==> src/rtl/mfm_sep_pkg.sv <==
package mfm_sep_pkg;

  // Signed distance of a tick phase from the centre of the half-window it falls in.
  function automatic int phase_err(input int osr, input int ph);
    int ctr;
    ctr = (ph >= osr / 2) ? (3 * osr) / 4 : osr / 4;
    return ph - ctr;
  endfunction

  // Phase step for one tick: 2 pulls an early pulse in, 0 lets a late pulse catch up.
  function automatic logic [1:0] step_for(input int err);
    if (err < 0) return 2'd2;
    if (err > 0) return 2'd0;
    return 2'd1;
  endfunction

endpackage

==> src/rtl/mfm_ref_div.sv <==
module mfm_ref_div #(
  parameter int OSR = 4,
  localparam int PW = $clog2(OSR)
) (
  input  logic clk,
  input  logic rst,
  output logic ref_pulse_o,
  output logic ref2x_o,
  output logic wclk_o
);

  logic [PW-1:0] dcnt;

  always_ff @(posedge clk) begin
    if (rst) dcnt <= '0;
    else     dcnt <= dcnt + PW'(1);
  end

  always_comb begin
    wclk_o      = dcnt[PW-1];
    ref2x_o     = dcnt[PW-2];
    ref_pulse_o = (dcnt[PW-2:0] == '0);
  end

  AST_WCLK_REF_PHASE: assert property (@(posedge clk) disable iff (rst)
    $rose(wclk_o) |-> ($past(ref2x_o) && !ref2x_o));

endmodule

==> src/rtl/mfm_in_select.sv <==
module mfm_in_select #(
  parameter int NDRV   = 4,
  parameter int SELW   = 2,
  parameter int SYNC_N = 2
) (
  input  logic            clk,
  input  logic            rst,
  input  logic [NDRV-1:0] drv_i,
  input  logic [SELW-1:0] sel_i,
  input  logic            read_gate_i,
  input  logic            ref_pulse_i,
  output logic            trk_pulse_o
);

  logic            raw;
  logic [SYNC_N:0] sh;
  logic            data_edge;

  assign raw = drv_i[sel_i];

  always_ff @(posedge clk) begin
    if (rst) sh <= '0;
    else     sh <= {sh[SYNC_N-1:0], raw};
  end

  always_comb begin
    data_edge   = sh[SYNC_N-1] & ~sh[SYNC_N];
    trk_pulse_o = read_gate_i ? data_edge : ref_pulse_i;
  end

endmodule

==> src/rtl/mfm_phase_track.sv <==
module mfm_phase_track #(
  parameter int OSR = 4,
  localparam int PW = $clog2(OSR)
) (
  input  logic clk,
  input  logic rst,
  input  logic pulse_i,
  output logic cell_end_o,
  output logic dbit_o,
  output logic rclk_o
);

  localparam logic [PW:0] OSR_V = (PW+1)'(OSR);

  logic [PW-1:0] ph;
  logic          in_data;
  int            err;
  logic          early;
  logic          late;
  logic [1:0]    step;
  logic [PW:0]   sum;
  logic          data_seen;

  always_comb begin
    in_data    = ph[PW-1];
    err        = mfm_sep_pkg::phase_err(OSR, int'(ph));
    early      = pulse_i && (err < 0);
    late       = pulse_i && (err > 0);
    step       = pulse_i ? mfm_sep_pkg::step_for(err) : 2'd1;
    sum        = {1'b0, ph} + {{(PW-1){1'b0}}, step};
    cell_end_o = (sum >= OSR_V);
    dbit_o     = data_seen | (pulse_i & in_data);
    rclk_o     = ph[PW-1];
  end

  always_ff @(posedge clk) begin
    if (rst) begin
      ph        <= '0;
      data_seen <= 1'b0;
    end else begin
      ph <= cell_end_o ? PW'(sum - OSR_V) : sum[PW-1:0];
      if (cell_end_o)              data_seen <= 1'b0;
      else if (pulse_i && in_data) data_seen <= 1'b1;
    end
  end

  AST_PHASE_FREE_RUN: assert property (@(posedge clk) disable iff (rst)
    !pulse_i |=> (ph == $past(ph) + PW'(1)));
  AST_EARLY_ADVANCE: assert property (@(posedge clk) disable iff (rst)
    early |=> (ph == $past(ph) + PW'(2)));
  AST_LATE_HOLD: assert property (@(posedge clk) disable iff (rst)
    late |=> (ph == $past(ph)));

endmodule

==> src/rtl/mfm_byte_asm.sv <==
module mfm_byte_asm #(
  parameter int BW = 8,
  localparam int CW = $clog2(BW)
) (
  input  logic          clk,
  input  logic          rst,
  input  logic          read_gate_i,
  input  logic          cell_end_i,
  input  logic          dbit_i,
  output logic [BW-1:0] byte_o,
  output logic          byte_vld_o
);

  logic          armed;
  logic [CW-1:0] bitcnt;
  logic [BW-1:0] sr;
  logic [BW-1:0] sr_nxt;
  logic          take;
  logic          last;

  always_comb begin
    take   = cell_end_i & armed & read_gate_i;
    sr_nxt = {sr[BW-2:0], dbit_i};
    last   = (bitcnt == CW'(BW-1));
  end

  always_ff @(posedge clk) begin
    if (rst) begin
      armed      <= 1'b0;
      bitcnt     <= '0;
      sr         <= '0;
      byte_o     <= '0;
      byte_vld_o <= 1'b0;
    end else begin
      byte_vld_o <= 1'b0;
      if (!read_gate_i) begin
        armed  <= 1'b0;
        bitcnt <= '0;
        sr     <= '0;
      end else begin
        if (cell_end_i) armed <= 1'b1;
        if (take) begin
          sr <= sr_nxt;
          if (last) begin
            byte_o     <= sr_nxt;
            byte_vld_o <= 1'b1;
            bitcnt     <= '0;
          end else begin
            bitcnt <= bitcnt + CW'(1);
          end
        end
      end
    end
  end

  AST_STROBE_SINGLE: assert property (@(posedge clk) disable iff (rst)
    byte_vld_o |=> !byte_vld_o);
  AST_STROBE_AT_CELL_END: assert property (@(posedge clk) disable iff (rst)
    byte_vld_o |-> $past(cell_end_i && read_gate_i));
  AST_GATE_DROP_CLEARS: assert property (@(posedge clk) disable iff (rst)
    !read_gate_i |=> ((bitcnt == '0) && !byte_vld_o));

endmodule

==> src/rtl/mfm_read_sep.sv <==
module mfm_read_sep #(
  parameter int NDRV = 4,
  parameter int OSR  = 4,
  parameter int BW   = 8,
  localparam int SELW = (NDRV > 1) ? $clog2(NDRV) : 1
) (
  input  logic            clk,
  input  logic            rst,
  input  logic [NDRV-1:0] drv_i,
  input  logic [SELW-1:0] drv_sel_i,
  input  logic            read_gate_i,
  output logic [BW-1:0]   byte_o,
  output logic            byte_vld_o,
  output logic            rclk_o,
  output logic            ref2x_o,
  output logic            wclk_o
);

  logic ref_pulse;
  logic trk_pulse;
  logic cell_end;
  logic dbit;

  mfm_ref_div #(.OSR(OSR)) u_div (
    .clk(clk), .rst(rst),
    .ref_pulse_o(ref_pulse), .ref2x_o(ref2x_o), .wclk_o(wclk_o)
  );

  mfm_in_select #(.NDRV(NDRV), .SELW(SELW), .SYNC_N(2)) u_sel (
    .clk(clk), .rst(rst),
    .drv_i(drv_i), .sel_i(drv_sel_i), .read_gate_i(read_gate_i),
    .ref_pulse_i(ref_pulse), .trk_pulse_o(trk_pulse)
  );

  mfm_phase_track #(.OSR(OSR)) u_trk (
    .clk(clk), .rst(rst), .pulse_i(trk_pulse),
    .cell_end_o(cell_end), .dbit_o(dbit), .rclk_o(rclk_o)
  );

  mfm_byte_asm #(.BW(BW)) u_asm (
    .clk(clk), .rst(rst), .read_gate_i(read_gate_i),
    .cell_end_i(cell_end), .dbit_i(dbit),
    .byte_o(byte_o), .byte_vld_o(byte_vld_o)
  );

endmodule

==> config.mk <==
export PLATFORM = sky130hd
export DESIGN_NAME = mfm_read_sep
export DESIGN_NICKNAME = d
export VERILOG_FILES = /design/src/rtl/mfm_sep_pkg.sv /design/src/rtl/mfm_ref_div.sv /design/src/rtl/mfm_in_select.sv /design/src/rtl/mfm_phase_track.sv /design/src/rtl/mfm_byte_asm.sv /design/src/rtl/mfm_read_sep.sv
export SDC_FILE = /design/constraint.sdc
export NUM_CORES = 1
export LEC_CHECK = 0
export ABC_CLOCK_PERIOD_IN_PS = 4200
export CORE_MARGIN = 3
export CORE_UTILIZATION = 45
export CTS_CLUSTER_DIAMETER = 40
export DETAILED_ROUTE_END_ITERATION = 8
export PLACE_DENSITY = 0.74
export SETUP_SLACK_MARGIN = 0.4
export SLEW_MARGIN = 20
export SYNTH_ARGS = -nofsm -noshare
export SYNTH_HDL_FRONTEND = slang
export SYNTH_SLANG_ARGS = --single-unit
==> constraint.sdc <==
create_clock -name clk -period 4.2 [get_ports clk]
set_input_delay 1.05 -clock clk [delete_from_list [all_inputs] [get_ports clk]]
set_output_delay 1.05 -clock clk [all_outputs]
set_load 0.005 [all_outputs]
# Word-level counts from Yosys, hierarchy flattened
# Cells that the tools add are included.
# totals
mem_bits_ro	0
register_bits	28
output_inout_bits	12
wordCells	49
ram_bits	0
input_bits	9
latch_bits	0
n_memories	0
# classes
n_reduce_logical	5
n_shift	0
bitwise_logic	9
n_eq_ne	1
mux	15
magnitude_cmp	5
addsub	5
div_mod_pow	0
mul	0
# op_table
op	count
$gt 32x1->1 const B	1
$lt 32x1->1 const B	1
$sub 3x32->32	1
$mux 2	7
$mux 1	6
$and 1x1->1	4
$not 1->1	4
$reduce_or 2->1	2
$add 2x2->3	1
$add 3x1->3 const B	1
$eq 3x3->1 const B	1
$ge 3x3->1 const B	1
$lt 2x3->1 const B	1
$mux 3	1
$reduce_and 3->1	1
$reduce_or 3->1	1
$add 2x1->2 const B	1
$bmux 1 s2	1
$ge 2x2->1 const B	1
$sub 2x1->2 const B	1
$logic_and 1x1->1	1
$or 1x1->1	1

# Longest topological paths before layout
# depth
ltp_word	15
depth_mapped	10
ltp_nobuf	7

# Modules after synthesis
# A second synthesis with hierarchy kept.
# hier_totals
hier_cells	117
hier_area_um2	1048.5
# by_module_without_submodules
module	seq_area_each_um2	n_inst	area_per_inst_um2	cells_per_inst
mfm_byte_asm	400.4	1	721.9	88
mfm_phase_track	60.1	1	141.4	13
mfm_in_select	60.1	1	125.1	10
mfm_ref_div	40.0	1	60.1	6

# Worst setup path before layout
# OpenSTA, ideal clock, no wires.
# synth_path
path_type	in2reg
start	input port read_gate_i
end	register u_asm.bitcnt[0]
slack_ns	1.820
path_buffers	1
cell_stages	8
required_ns	4.130
t_arrival_ns	2.310
setup_time_ns	0.070
cell_sequence	buf_2 > nand2_1 > o22ai_1 > and2b_1 > ha_1 > a21oi_2 > or4_1 > a21oi_1
# synth_between
elab_chain_cells	6
elab_cells_between_ends	8
cone_classes	add/sub: 1; order compare: 1; mux: 2; bitwise: 3; reduce/logical: 1
# synth_rtl
item	line_no	text
start: declaration	mfm_read_sep.sv:11	input logic read_gate_i,
$mux 1	mfm_in_select.sv:28	trk_pulse_o = read_gate_i ? data_edge : ref_pulse_i;
$mux 2	mfm_phase_track.sv:29	step = pulse_i ? mfm_sep_pkg::step_for(err) : 2'd1;
$add 2x2->3	mfm_phase_track.sv:30	sum = {1'b0, ph} + {{(PW-1){1'b0}}, step};
$ge 3x3->1	mfm_phase_track.sv:31	cell_end_o = (sum >= OSR_V);
$and 1x1->1 (2 in series)	mfm_byte_asm.sv:22	take = cell_end_i & armed & read_gate_i;
end signal: assignment	mfm_byte_asm.sv:49	bitcnt <= bitcnt + CW'(1);
end: declaration	mfm_byte_asm.sv:15	logic [CW-1:0] bitcnt;
# Several ways; a longest one is shown, not always the timed one.
# A chain may end at the register's enable or synchronous reset.

# Final worst setup path
# layout_path
start	input port read_gate_i
end	register u_asm.byte_o[0]
# layout_between
elab_chain_cells	7
elab_cells_between_ends	9
cone_classes	add/sub: 1; order compare: 1; mux: 2; bitwise: 4; reduce/logical: 1
# layout_rtl
item	line_no	text
$mux 1	mfm_in_select.sv:28	
$mux 2	mfm_phase_track.sv:29	
$add 2x2->3	mfm_phase_track.sv:30	
$ge 3x3->1	mfm_phase_track.sv:31	
$and 1x1->1 (2 in series)	mfm_byte_asm.sv:22	
$reduce_and 3->1 (no line)	-	
end signal: assignment	mfm_byte_asm.sv:45	byte_o <= sr_nxt;
end: declaration	mfm_byte_asm.sv:10	output logic [BW-1:0] byte_o,
# Several ways; a longest one is shown, not always the timed one.

==> impl_summary.md <==
Clock network
The total setup buffers inserted after CTS is 0. The maximum buffer depth of the clock tree is 2. The CTS tree is done. The number of gates resized after CTS was 0.

The root buffer selected by CTS is clkbuf_4. The TritonCTS buffer count is 3. For the worst-skew pair, the clock arrives at the later sink with an insertion delay of 0.32 ns. CTS built an H-tree with a depth of 1. After clock tree synthesis, the flow added hold-fix buffers numbering 0. The number of clock sinks is 28. The clock-pin slew of the registers on the worst-case setup and hold paths is 0.15 ns.

Drt
The detailed router placed 944 vias in this run. The detailed router finished its first iteration with 6 violations. The total routed wirelength is 2182 um. The mean number of vias per cell is 5.721. The detailed-router iteration count before antenna repair is 4.

In this run the remaining antenna-violating nets after routing total 0. After detailed routing, the number of remaining DRC violations is 0. After detailed routing, the average wire length per cell comes to 13.22 um.

Critical path
For flop-to-flop paths, the worst setup slack is 2.16 ns. The count of cells along the worst register-to-register path is 6. Of all nets on the critical path, the largest fanout is 19.

The sort of element at the start of the critical path is an input pin. At the worst endpoint, the arrival time is 3.14 ns. The startpoint identified for the worst register-to-register timing path is u_div.dcnt[0]. The critical path goes through clkdlybuf4s50_1, o22ai_1, and2b_1, ha_1, a21oi_2, nor2_1, a311oi_1. Data on the critical path is required at its endpoint by 4.43 ns. The endpoint identified for the worst register-to-register timing path is u_asm.byte_o[0]. The endpoint type of the worst setup path is a flip-flop. Among all stages on the critical path, the largest delay is contributed by clkdlybuf4s50_1. The critical path is of the in2reg type. The largest stage delay on the critical path is 0.61 ns.

STA
The headroom to the max-slew limit is 53.54%. The number of hold violations in the final report is 0. The final clock skew is 0.006960 ns.

The time the worst path needs with I/O delays and setup is 2.915 ns. In the post-route analysis, the smallest setup slack over all paths is 1.285 ns. The total setup violations reported at the end of the flow is 0. Final hold analysis gives a worst-case slack of 0.4602 ns. The share of the cycle needed by the critical path after routing is 69.40%.

Setup repair after global routing left no endpoint under its margin. The maximum frequency from static timing analysis is 0.3431 GHz. The actual slew at the worst max-slew pin is 0.6969 ns.

For the final routed database, the setup TNS stands at 0 ns. The max-slew violation count is 0.

Cells and area
In the final layout, the share of cells above drive strength 1 is 4.380%. The multi-input logic area is 506.7 um2. Counting the fill cells in the layout gives 192.

The most common library cell in the layout ignoring fill and taps is dfxtp_1. Registers take 560.5 um2. In the layout the commonest cells are dfxtp_1, clkdlybuf4s50_1, a21oi_1, nand3_1, o21ai_0. The net count of the finished layout is 151.

The signed area change from the synthesized netlist to the final layout is 19.55%. 0 antenna diodes ended up in the layout.

Floorplan
The initial standard-cell utilization of the core is 49.20%. After floorplanning, the core was sized to cover 2276 um2. For this design the top-level I/O count stands at 21. The die covers 3123 um2. The floorplan step set the die height to 55.89 um.

The die width is 55.89 um. In this run the core area contains 17 standard-cell rows.

Synth
The post-synthesis compound-gate area fraction is 18.66%. Multiplexer cells account for 2.011% of the synthesized area. The net count after synthesis is 136. The cell area that synthesis handed to floorplanning was 1120 um2. The Yosys warning count is 0. Averaged over all synthesized cells, the footprint is 9.104 um2. The flip-flop and latch count after synthesis is 28.

The synthesized netlist contains 28 unique library cells. The fraction of the mapped netlist area in simple logic gates is 18.55%. Of the total synthesized cell area, the portion taken by full adders, half adders and majority gates is 4.469%. The synthesized netlist devotes 1.564% of its cell area to XOR and XNOR gates. The synthesized instance count is 123.

The portion of the post-synthesis area used by sequential elements is 50.06%. After synthesis, the largest family of logic cells by area is compound AO/OA/AOI/OAI gates.

GRT
The pin count of the biggest net entering global routing is 20. Global routing used 14.35% of the available tracks across all layers. For this run the aggregate overflow at the end of global routing stands at 0. The via count of the first global-routing pass is 882. The initial antenna violation count came to 0. The first global-routing pass estimated 3663 um of wire.

Place
The total half-perimeter wirelength after legalization and detailed placement is 1535 um. The placer congestion estimate is 0.7747. The count of input and output buffers is 20. At the placement stage, the worst setup path has a slack of 0.9674 ns.

Power and ir drop
The power density normalized to cell area is 374.4 nW/um2. The analysis attributes to cell leakage a power of 0.0004575 uW. VDD sags by at most 0.0002507 V.

Worst hold path
The worst hold path endpoint is u_sel.sh[1]. In this run the most critical hold path is launched from u_sel.sh[0]. The number of cells traversed by the worst hold path is 1. The min-delay analysis places its worst path in the category reg2reg.

Flow run
The number of max-capacitance violations reported is 0.

Status
The run finished with clean final reports.
[report_power, final]
group / internal, uW / leakage [uW] / switching (uW)
logic: 37.1 / 0.000209 / 47.0
registers: 277 / 0.000227 / 11.9
clock network: 53.0 / 0.0000210 / 75.4
[state kept, by name (all words and copies together), names as in the netlist]
name and flops:
u_div.dcnt 2, u_asm.byte_o 8, u_asm.bitcnt 3, u_trk.ph 2, u_asm.armed 1, u_asm.byte_vld_o 1
u_sel.sh 3, u_trk.data_seen 1, u_asm.sr 7
[per-stage QoR]
step,total power (uW),instance area (um2),instances,utilization [%]
2_1_floorplan,353.8,1120,123,-
3_3_place_gp,375.0,1303,161,57.23
3_5_place_dp,377.7,1303,161,57.23
4_1_cts,506.2,1339,165,58.82
5_1_grt,526.1,1339,165,58.82
6_report,501.3,1339,165,58.82
[routing by layer]
layer	up-vias	GRT usage, %	part of all wire [%]	routed length (um)
met5	-	0	0	0
met4	0	5.085	0.82	18
met3	2	2.088	5.9	128
met2	33	25.51	48	1047
met1	444	17.53	45	988
li1	465	-	-	-
[critical path: cells and delay by family]
kind | cells | cell delay, ns
adder cells (fa/ha/maj) | 1 | 0.20
AND/OR/NAND/NOR | 2 | 0.33
buffers and inverters | 1 | 0.61
AO/OA/AOI/OAI | 3 | 0.96
[cells in the mapped netlist, drive strengths merged]
cell    number  area share [%]
o22ai        1            0.56
buf          7             3.6
nand2b       2             1.1
o21ai       16             7.2
a211oi       1            0.67
ha           4             4.5
clkbuf       3             1.1
a21oi       19             8.8
or4          1            0.67
and2b        1            0.67
nor2b        4             2.2
a21o         1            0.67
a311oi       1            0.78
nor3         3             1.3
and4b        1            0.89
mux4         1             2.0
nand2        2            0.67
nor3b        1            0.67
and3         1            0.56
nor2         6             2.0
dfxtp       28              50
nand3       16             7.2
xnor2        2             1.6
and2         1            0.56
[area by class of cell]
class                      count  share of cell area, %
sequential                    28                  41.87
multi-input combinational     85                  37.85
timing repair buffer          20                  14.95
clock buffer                   4                  2.710
tap                           28                  2.617
[how the worst max path moves through the flow]
stage,from,endpoint,slack (ns)
6_report,read_gate_i,u_asm.byte_o[0],1.29
5_1_grt,read_gate_i,u_asm.byte_o[0],1.12
4_1_cts,read_gate_i,u_asm.byte_o[0],1.31
3_5_place_dp,read_gate_i,u_asm.byte_o[0],0.97
3_3_place_gp,read_gate_i,u_asm.byte_o[0],1.09
2_1_floorplan,read_gate_i,u_asm.bitcnt[0],1.82
[cell families (layout without fill, tap and decap cells)]
kind of cell / after synthesis / count (layout)
adders and majority gates: 4 / 4
xor gates and xnor gates: 2 / 2
buffers and inverters: 10 / 24
and+or+nand+nor: 39 / 39
AOI/OAI and AO/OA: 39 / 39
muxes: 1 / 1
DFF: 28 / 28
Power figures use the tool's default switching activity.
